### src/rtl/clkout_pkg.sv
package clkout_pkg;

  // Control byte field positions decoded by the counter and pin stages.
  localparam int CTRL_EXT_BIT = 0;
  localparam int CTRL_OE_BIT  = 1;

  typedef struct packed {
    logic oe;   // square-wave output enable
    logic ext;  // external-count select (1 = no internal counting)
  } ctrl_t;

  // Slot numbering on the write port.
  localparam int SLOT_CTRL = 0;
  localparam int SLOT_RELOAD_BASE = 1;

  function automatic logic clkgen_active(ctrl_t c);
    return c.oe && !c.ext;
  endfunction

endpackage

### src/rtl/clkout_regs.sv
module clkout_regs
  import clkout_pkg::*;
#(
  parameter int CNT_W  = 16,
  parameter int BYTE_W = 8,
  localparam int NB    = CNT_W / BYTE_W,
  localparam int SEL_W = $clog2(NB + 1)
) (
  input  logic              clk,
  input  logic              rst_n,
  input  logic              wr_en,
  input  logic [SEL_W-1:0]  wr_sel,
  input  logic [BYTE_W-1:0] wr_data,
  output ctrl_t             ctrl,
  output logic [CNT_W-1:0]  reload
);

  logic [BYTE_W-1:0] rl_byte [NB];

  always_ff @(posedge clk) begin
    if (!rst_n) begin
      ctrl <= '0;
    end else if (wr_en && wr_sel == SEL_W'(SLOT_CTRL)) begin
      ctrl.ext <= wr_data[CTRL_EXT_BIT];
      ctrl.oe  <= wr_data[CTRL_OE_BIT];
    end
  end

  always_ff @(posedge clk) begin
    if (!rst_n) begin
      for (int i = 0; i < NB; i++) rl_byte[i] <= '0;
    end else if (wr_en) begin
      for (int i = 0; i < NB; i++) begin
        if (wr_sel == SEL_W'(SLOT_RELOAD_BASE + i)) rl_byte[i] <= wr_data;
      end
    end
  end

  for (genvar g = 0; g < NB; g++) begin : g_pack
    assign reload[g*BYTE_W +: BYTE_W] = rl_byte[g];
  end

endmodule

### src/rtl/clkout_prescale.sv
module clkout_prescale #(
  parameter int DIV = 2,
  localparam int PW = (DIV > 1) ? $clog2(DIV) : 1
) (
  input  logic clk,
  input  logic rst_n,
  input  logic run,
  output logic tick
);

  if (DIV <= 1) begin : g_direct
    assign tick = run;
  end else begin : g_div
    logic [PW-1:0] phase;

    always_ff @(posedge clk) begin
      if (!rst_n || !run) begin
        phase <= '0;
      end else if (phase == PW'(DIV - 1)) begin
        phase <= '0;
      end else begin
        phase <= phase + 1'b1;
      end
    end

    assign tick = run && (phase == PW'(DIV - 1));
  end

endmodule

### src/rtl/clkout_counter.sv
module clkout_counter #(
  parameter int CNT_W = 16
) (
  input  logic             clk,
  input  logic             rst_n,
  input  logic             run,
  input  logic             adv,
  input  logic [CNT_W-1:0] reload,
  output logic             wrap
);

  logic [CNT_W-1:0] count;
  logic at_top;

  assign at_top = &count;
  assign wrap   = adv && at_top;

  always_ff @(posedge clk) begin
    if (!rst_n) begin
      count <= '0;
    end else if (!run) begin
      count <= reload;
    end else if (adv) begin
      count <= at_top ? reload : count + 1'b1;
    end
  end

endmodule

### src/rtl/clkout_pin.sv
module clkout_pin (
  input  logic clk,
  input  logic rst_n,
  input  logic active,
  input  logic wrap,
  output logic pin
);

  logic level;

  always_ff @(posedge clk) begin
    if (!rst_n || !active) begin
      level <= 1'b0;
    end else if (wrap) begin
      level <= ~level;
    end
  end

  assign pin = active && level;

endmodule

### src/rtl/clkout_timer.sv
module clkout_timer
  import clkout_pkg::*;
#(
  parameter int CNT_W   = 16,
  parameter int BYTE_W  = 8,
  parameter int PRE_DIV = 2,
  localparam int NB     = CNT_W / BYTE_W,
  localparam int SEL_W  = $clog2(NB + 1)
) (
  input  logic              clk,
  input  logic              rst_n,
  input  logic              wr_en,
  input  logic [SEL_W-1:0]  wr_sel,
  input  logic [BYTE_W-1:0] wr_data,
  input  logic              run_en,
  output logic              clk_pin,
  output logic              ovf_pulse,
  output logic              tmr_irq
);

  ctrl_t            ctrl_q;
  logic [CNT_W-1:0] reload_q;
  logic             tick;
  logic             wrap;
  logic             gen_mode;
  logic             ext_sel;

  assign gen_mode = clkgen_active(ctrl_q);
  assign ext_sel  = ctrl_q.ext;

  clkout_regs #(.CNT_W(CNT_W), .BYTE_W(BYTE_W)) u_regs (
    .clk     (clk),
    .rst_n   (rst_n),
    .wr_en   (wr_en),
    .wr_sel  (wr_sel),
    .wr_data (wr_data),
    .ctrl    (ctrl_q),
    .reload  (reload_q)
  );

  clkout_prescale #(.DIV(PRE_DIV)) u_pre (
    .clk   (clk),
    .rst_n (rst_n),
    .run   (run_en),
    .tick  (tick)
  );

  clkout_counter #(.CNT_W(CNT_W)) u_cnt (
    .clk    (clk),
    .rst_n  (rst_n),
    .run    (run_en),
    .adv    (tick && !ext_sel),
    .reload (reload_q),
    .wrap   (wrap)
  );

  clkout_pin u_pin (
    .clk    (clk),
    .rst_n  (rst_n),
    .active (gen_mode),
    .wrap   (wrap),
    .pin    (clk_pin)
  );

  always_ff @(posedge clk) begin
    if (!rst_n) begin
      ovf_pulse <= 1'b0;
      tmr_irq   <= 1'b0;
    end else begin
      ovf_pulse <= wrap;
      tmr_irq   <= wrap && !gen_mode;
    end
  end

endmodule

### config.mk
export PLATFORM = sky130hd
export DESIGN_NAME = clkout_timer
export DESIGN_NICKNAME = d
export VERILOG_FILES = /design/src/rtl/clkout_pkg.sv /design/src/rtl/clkout_regs.sv /design/src/rtl/clkout_prescale.sv /design/src/rtl/clkout_counter.sv /design/src/rtl/clkout_pin.sv /design/src/rtl/clkout_timer.sv
export SDC_FILE = /design/constraint.sdc
export NUM_CORES = 1
export LEC_CHECK = 0
export BUFFER_PORTS_ARGS = -buffer_cell sky130_fd_sc_hd__buf_4
export CORE_MARGIN = 4
export CORE_UTILIZATION = 40
export CTS_BUF_LIST = sky130_fd_sc_hd__clkbuf_2
export DETAILED_ROUTE_END_ITERATION = 16
export PLACE_DENSITY = 0.59
export SKIP_CTS_REPAIR_TIMING = 1
export SLEW_MARGIN = 20
export SYNTH_ARGS = -nofsm -noshare
export SYNTH_HDL_FRONTEND = slang
export SYNTH_SLANG_ARGS = --single-unit
### constraint.sdc
create_clock -name clk -period 2.39 [get_ports clk]
set_clock_uncertainty 0.1 [all_clocks]
set_input_delay 0.478 -clock clk [delete_from_list [all_inputs] [get_ports clk]]
set_output_delay 0.478 -clock clk [all_outputs]
set_load 0.03 [all_outputs]
==> key figures, run 1 <==
STA
  – Final setup fails: 0
  – Worst Hold Slack: 0.254 ns
  – Setup ws final: 0.287 ns
  – Unrepaired setup endpoints after global routing: false
  – Worst Tran Pin Value: 0.707 ns
  – Post-route minimum period: 2.10 ns
  – Max frequency: 475 MHz
  – Final hold vios: 0
  – Final TNS setup: 0 ns
  – Max-slew violations: 0
  – Slew HR: 52.6%
  – Fin crit share: 88.0%

Finish
  – Fin area: 0.00210 mm2
  – Layout cell share with drive strength beyond 1: 17.5%
  – # nets final: 225
  – Fin cells: 263
  – Ant diodes: 0
  – Synth-to-layout area growth: 14.4%
  – Layout Utilization: 47.9%
  – Fillers: 421

Power
  – Peak supply drop: 0.000357 V
  – Total Power: 1.28 mW
  – Leakage: 0.773 nW
  – Pwr Density: 608 mW/mm2

Place
  – Post-Place Cells: 255
  – Post-DP HPWL: 3.19 mm
  – Setup WS pre-CTS: 0.340 ns
  – DP Area: 0.00203 mm2
  – # port buffers: 16
  – Routability Congestion: 0.927

Synth
  – Post-synth top area share: 26.2%
  – Yosys cell types: 48
  – Yosys top cell by area: edfxtp_1
  – Asr flop ratio synth: 0%
  – Post-synth top cells: dfxtp_1, nand2_1, edfxtp_1
  – Synth Warn #: 0
  – Register area share after synthesis: 50.2%
  – Syn Nets: 202
  – Most common cell in the netlist: dfxtp_1
  – Mapped Area: 0.00183 mm2
  – Synth Area per Inst: 9.81 um2
  – Synth Register Bits: 38
  – Main synth FF type: dfxtp_1
  – Synth area leaders: edfxtp_1, dfxtp_1, nand2_1, and2_1, mux2i_1
  – Syn Inst Count: 187
  – EDFF count, synth: 16

Drt
  – DR iter-0 viols: 175
  – DR vias: 1522
  – Detail Route Antenna Nets: 0
  – Post-DR vias/cell: 5.79
  – DRC: 0
  – DR pass1 iterations: 5
  – DRT Wirelength: 4.31 mm
  – Average wire per standard cell: 16.4 um

Die
  – Initial Util: 41.8%
  – Die H: 75.7 um
  – Cell Rows: 24
  – # IOs: 17
  – Die area: 0.00573 mm2
  – Die width: 75.7 um
  – Core footprint: 0.00438 mm2

Critical path
  – R2R cell count: 7
  – Setup slack, reg-to-reg: 0.29 ns
  – CP Launch Point: u_cnt.count[0]$_SDFFE_PN0P_
  – Critical path class: reg2reg
  – Critical path arrival: 2.31 ns
  – Crit path launch type: flop
  – RR Startpoint: u_cnt.count[0]$_SDFFE_PN0P_
  – Critical Path End Type: flop
  – Worst EP required: 2.60 ns
  – Reg-to-reg endpoint: u_cnt.count[3]$_SDFFE_PN0P_
  – Crit path to: u_cnt.count[3]$_SDFFE_PN0P_
  – Worst-path maximum fanout: 7

CTS
  – TritonCTS clock tree: done
  – Root Buffer: clkbuf_2
  – # clock sinks: 38
  – Reg clk slew, reported paths: 0.20 ns
  – Worst skew pair latency: 0.38 ns
  – CTS Buf Count: 5
  – CTS max path bufs: 2
  – H-tree Lvls: 2

Global routing
  – First-pass GRT wire length: 6.93 mm
  – Vias in the first global route: 1435
  – All-layer global routing usage: 16.4%
  – GRT overflow: 0
  – Pin count of the biggest net entering global routing: 18
  – Initial antenna violation count: 0

Flow run
  – MaxCap Viol Count: 0

Worst hold path
  – Worst min-delay path class: in2reg

Run status
  – Status: finished, final reports clean
[registers in the layout, summed over array words and instances (netlist names)]
register,flops
u_regs.ctrl,2
u_pre.g_div.phase,1
ovf_pulse,1
u_regs.rl_byte,16
u_cnt.count,16
u_pin.level,1
tmr_irq,1
[routing by layer]
metal  GRT usage (%)  routed length, um
met4            7.77                 99
met5               0                  0
met3            3.56                248
met1            21.7               1920
met2            25.6               2050
[layout by cell type (no fill, tap or decap), types with 2 or more instances in the layout]
| cell | count |
|---|---|
| buf_4 | 22 |
| dfxtp_1 | 22 |
| nand2_1 | 20 |
| edfxtp_1 | 16 |
| and2_1 | 10 |
| nor2_1 | 10 |
| nand3_1 | 9 |
| nor3_1 | 7 |
| o21ai_0 | 7 |
| inv_1 | 6 |
| nand4_1 | 6 |
| clkbuf_2 | 6 |
| nor4_1 | 5 |
| mux2i_1 | 5 |
| a31oi_1 | 5 |
| a21oi_1 | 5 |
| and3_1 | 4 |
| xnor2_1 | 3 |
| or4_1 | 3 |
| o22ai_1 | 3 |
| xor2_1 | 2 |
| o21ai_1 | 2 |
| nor2b_1 | 2 |
| nand2b_1 | 2 |
| o21a_1 | 2 |
| a22oi_1 | 2 |
| o211ai_1 | 2 |
| o2111ai_1 | 2 |
[power by group]
| part | internal (mW) | switching [mW] |
|---|---|---|
| combinational | 0.0541 | 0.0746 |
| sequential | 0.721 | 0.0332 |
| clock | 0.181 | 0.212 |
| total | 0.956 | 0.320 |
[area by class of cell]
cell class / instances / area [um2] / share of cell area (%)
tap: 52 / 65.1 / 3.10
multi-input combinational: 136 / 853 / 40.7
sequential: 38 / 921 / 43.9
clock buffer: 6 / 30.0 / 1.43
timing repair buffer: 22 / 165 / 7.87
inverter: 7 / 26.3 / 1.25
clock inverter: 2 / 37.5 / 1.79
[cells by family after synthesis]
family                   count (synthesis)  share of synthesized area [%]
AO/OA/AOI/OAI                           36                           12.8
buffers and inverters                   13                           3.27
flip-flops                              38                           50.2
adder cells (fa/ha/maj)                  1                          0.682
AND/OR/NAND/NOR                         88                           27.3
XOR/XNOR                                 5                           2.39
multiplexers                             6                           3.34
[critical path: stages (launching register included)]
cell	delay, ns
dfxtp_1	0.40
ha_1	0.28
nand4_4	0.17
nor4_4	0.07
nand2b_1	0.20
buf_4	0.18
or4_1	0.49
a31oi_1	0.14
[worst min-delay path by stage]
| stage | cells after the start | slack, ns | startpoint | endpoint |
|---|---|---|---|---|
| after global routing | 3 | 0.21 | wr_data[1] | u_regs.ctrl[1]$_SDFFE_PN0P_ |
| final | 3 | 0.25 | wr_data[0] | u_regs.ctrl[0]$_SDFFE_PN0P_ |
| after global placement | 1 | 0.32 | u_pre.g_div.phase$_SDFF_PP0_ | u_pre.g_div.phase$_SDFF_PP0_ |
| after detailed placement | 1 | 0.33 | u_pre.g_div.phase$_SDFF_PP0_ | u_pre.g_div.phase$_SDFF_PP0_ |
| after CTS | 3 | 0.22 | wr_data[0] | u_regs.ctrl[0]$_SDFFE_PN0P_ |
| after floorplan | 1 | 0.31 | u_pre.g_div.phase$_SDFF_PP0_ | u_pre.g_div.phase$_SDFF_PP0_ |
(Power assumes the default switching activity.)
==> run 2: changes to the inputs <==
--- a/config.mk
+++ b/config.mk
@@ -11,6 +11,7 @@
 export CTS_BUF_LIST = sky130_fd_sc_hd__clkbuf_2
 export DETAILED_ROUTE_END_ITERATION = 16
 export PLACE_DENSITY = 0.59
+export REMOVE_ABC_BUFFERS = 1
 export SKIP_CTS_REPAIR_TIMING = 1
 export SLEW_MARGIN = 20
 export SYNTH_ARGS = -nofsm -noshare
==> run 2 against run 1 <==
Flip-flop and latch count unchanged. Total power up 8.6%. Critical path depth down 1. Worst hold slack worse by 0.029 ns. Sequential share of layout area down 0.75 points. First-iteration DRC count down 37%. Wire length up 5.4%. Non-clock buffer count up 2. Critical path type unchanged.
==> key figures, run 2 (synthesized netlist as in run 1, its figures left out) <==
STA
  – Max-slew violations: 0 (unchanged)
  – Worst Hold Slack: 0.225 ns (-0.0289 ns)
  – Slew HR: 71.0% (+18 points)
  – Final hold vios: 0 (unchanged)
  – Post-route minimum period: 2.09 ns (-0.00881 ns)
  – Fin crit share: 87.6% (-0.37 points)
  – Unrepaired setup endpoints after global routing: false
  – Final setup fails: 0 (unchanged)
  – Final TNS setup: 0 ns (unchanged)
  – Max frequency: 477 MHz (+0.42%)
  – Worst Tran Pin Value: 0.431 ns (-0.276 ns)

Global routing
  – Vias in the first global route: 1549 (+7.9%)
  – Pin count of the biggest net entering global routing: 18 (unchanged)
  – Initial antenna violation count: 0 (unchanged)
  – All-layer global routing usage: 17.6% (+1.2 points)
  – GRT overflow: 0 (unchanged)
  – First-pass GRT wire length: 7.48 mm (+7.9%)

Finish
  – Fin area: 0.00213 mm2 (+1.7%)
  – Layout cell share with drive strength beyond 1: 17.8% (+0.30 points)
  – Fillers: 427 (+1.4%)
  – Commonest non-fill, non-tap cell in the layout: buf_4
  – Fin cells: 265 (+0.76%)
  – Synth-to-layout area growth: 16.4%
  – Largest registers: u_cnt.count x16, u_regs.rl_byte x16, u_regs.ctrl x2
  – # nets final: 227 (+0.89%)
  – Footprint of the multi-input gates: 853 um2 (unchanged)
  – Most frequent cells in the layout: buf_4, dfxtp_1, nand2_1
  – Seq. cell area: 921 um2 (unchanged)
  – Ant diodes: 0 (unchanged)

CTS
  – Reg clk slew, reported paths: 0.20 ns (about the same)
  – # clock sinks: 38 (unchanged)
  – Worst skew pair latency: 0.40 ns (+0.02 ns)
  – CTS max path bufs: 2 (unchanged)
  – H-tree Lvls: 2 (unchanged)
  – CTS Buf Count: 5 (unchanged)
  – TritonCTS clock tree: done
  – Root Buffer: clkbuf_2

Power
  – Total Power: 1.39 mW (+8.6%)
  – Peak supply drop: 0.000270 V (-24%)
  – Leakage: 0.794 nW (+2.7%)
  – Pwr Density: 649 mW/mm2 (+6.7%)

Worst hold path
  – Worst min-delay path class: in2reg

Drt
  – DR pass1 iterations: 4 (-1)
  – DR vias: 1544 (+1.4%)
  – Detail Route Antenna Nets: 0 (unchanged)
  – DR iter-0 viols: 111 (-37%)
  – DRC: 0 (unchanged)
  – Post-DR vias/cell: 5.83 (+0.68%)
  – Average wire per standard cell: 17.2 um (+4.6%)
  – DRT Wirelength: 4.55 mm (+5.4%)

Run status
  – Status: finished, final reports clean

Die
  – Die width: 75.7 um (unchanged)
  – # IOs: 17 (unchanged)
  – Initial Util: 41.8% (unchanged)
  – Die H: 75.7 um (unchanged)
  – Core footprint: 0.00438 mm2 (unchanged)
  – Die area: 0.00573 mm2 (unchanged)
  – Cell Rows: 24 (unchanged)

Critical path
  – Critical Path End Type: flop
  – CP peak stage delay: 0.45 ns (-0.04 ns)
  – Setup slack, reg-to-reg: 0.30 ns (about the same)
  – Crit path launch type: flop
  – Worst EP required: 2.58 ns (-0.02 ns)
  – Critical path arrival: 2.29 ns (-0.02 ns)
  – Critical path class: reg2reg
  – CP bufs+invs: 0 (-1)
  – CP cell instances: ha_1 > nand4_4 > nor4_4 > nand2b_1 > nor3_1 > or3_1
  – Worst-path maximum fanout: 7 (unchanged)
  – Critical path's top delay family: simple AND/OR/NAND/NOR gates
  – Critical-path top delay cell: dfxtp_1

Flow run
  – MaxCap Viol Count: 0 (unchanged)

Place
  – Post-DP HPWL: 3.36 mm (+5.1%)
  – # port buffers: 16 (unchanged)
  – DP Area: 0.00205 mm2 (+0.74%)
  – Post-Place Cells: 257 (+0.78%)
  – Routability Congestion: 0.894 (-3.5%)
run 2: cell types whose count changed in the layout (fill, tap and decap cells not counted), sizes merged:
cell | before | now
buf | 22 | 24
bufinv | 1 | 2
clkbuf | 6 | 5
clkinv | 1 | 2
clkinvlp | 1 | 0
run 2: layout make-up:
| type | instances | area share, % |
|---|---|---|
| multi-input cells | 136 | 40.0 |
| clock inverters | 3 | 2.99 |
| inverters | 7 | 1.23 |
| well taps | 52 | 3.05 |
| repair buffers | 24 | 8.44 |
| flip-flops and latches | 38 | 43.1 |
| clock buffers | 5 | 1.17 |
run 2: worst paths after layout:
check,end,cells past startpoint,from
worst min register to register,u_pre.g_div.phase$_SDFF_PP0_,1,u_pre.g_div.phase$_SDFF_PP0_
worst min-delay path,u_regs.ctrl[1]$_SDFFE_PN0P_,3,wr_data[1]
worst max-delay path,u_cnt.count[13]$_SDFFE_PN0P_,6,u_cnt.count[0]$_SDFFE_PN0P_
worst max register to register,u_cnt.count[13]$_SDFFE_PN0P_,6,u_cnt.count[0]$_SDFFE_PN0P_
run 2: per-stage QoR:
stage,util [%],worst slack (ns)
finish,48.7,0.295
global route,48.7,0.172
CTS,48.7,0.312
detailed placement,46.7,0.348
global placement,46.7,0.410
floorplan,-,0.237
run 2: where the power goes:
part	switching, mW	internal [mW]	total, mW
Sequential	0.0337	0.721	0.754
Clock	0.220	0.278	0.499
Combinational	0.0758	0.0563	0.132
Total	0.330	1.06	1.39
run 2: worst register-to-register path: stages, from the launching register on:
cell and delay, ns:
dfxtp_1 0.45, ha_1 0.28, nand4_4 0.18, nor4_4 0.35
nand2b_1 0.20, nor3_1 0.07, or3_1 0.37
run 2: routing by layer:
| layer | part of all wire (%) | track usage (%) |
|---|---|---|
| met1 | 42 | 21.8 |
| met2 | 50 | 29.2 |
| met3 | 7.1 | 4.75 |
| met4 | 0.79 | 6.80 |
| met5 | 0 | 0 |
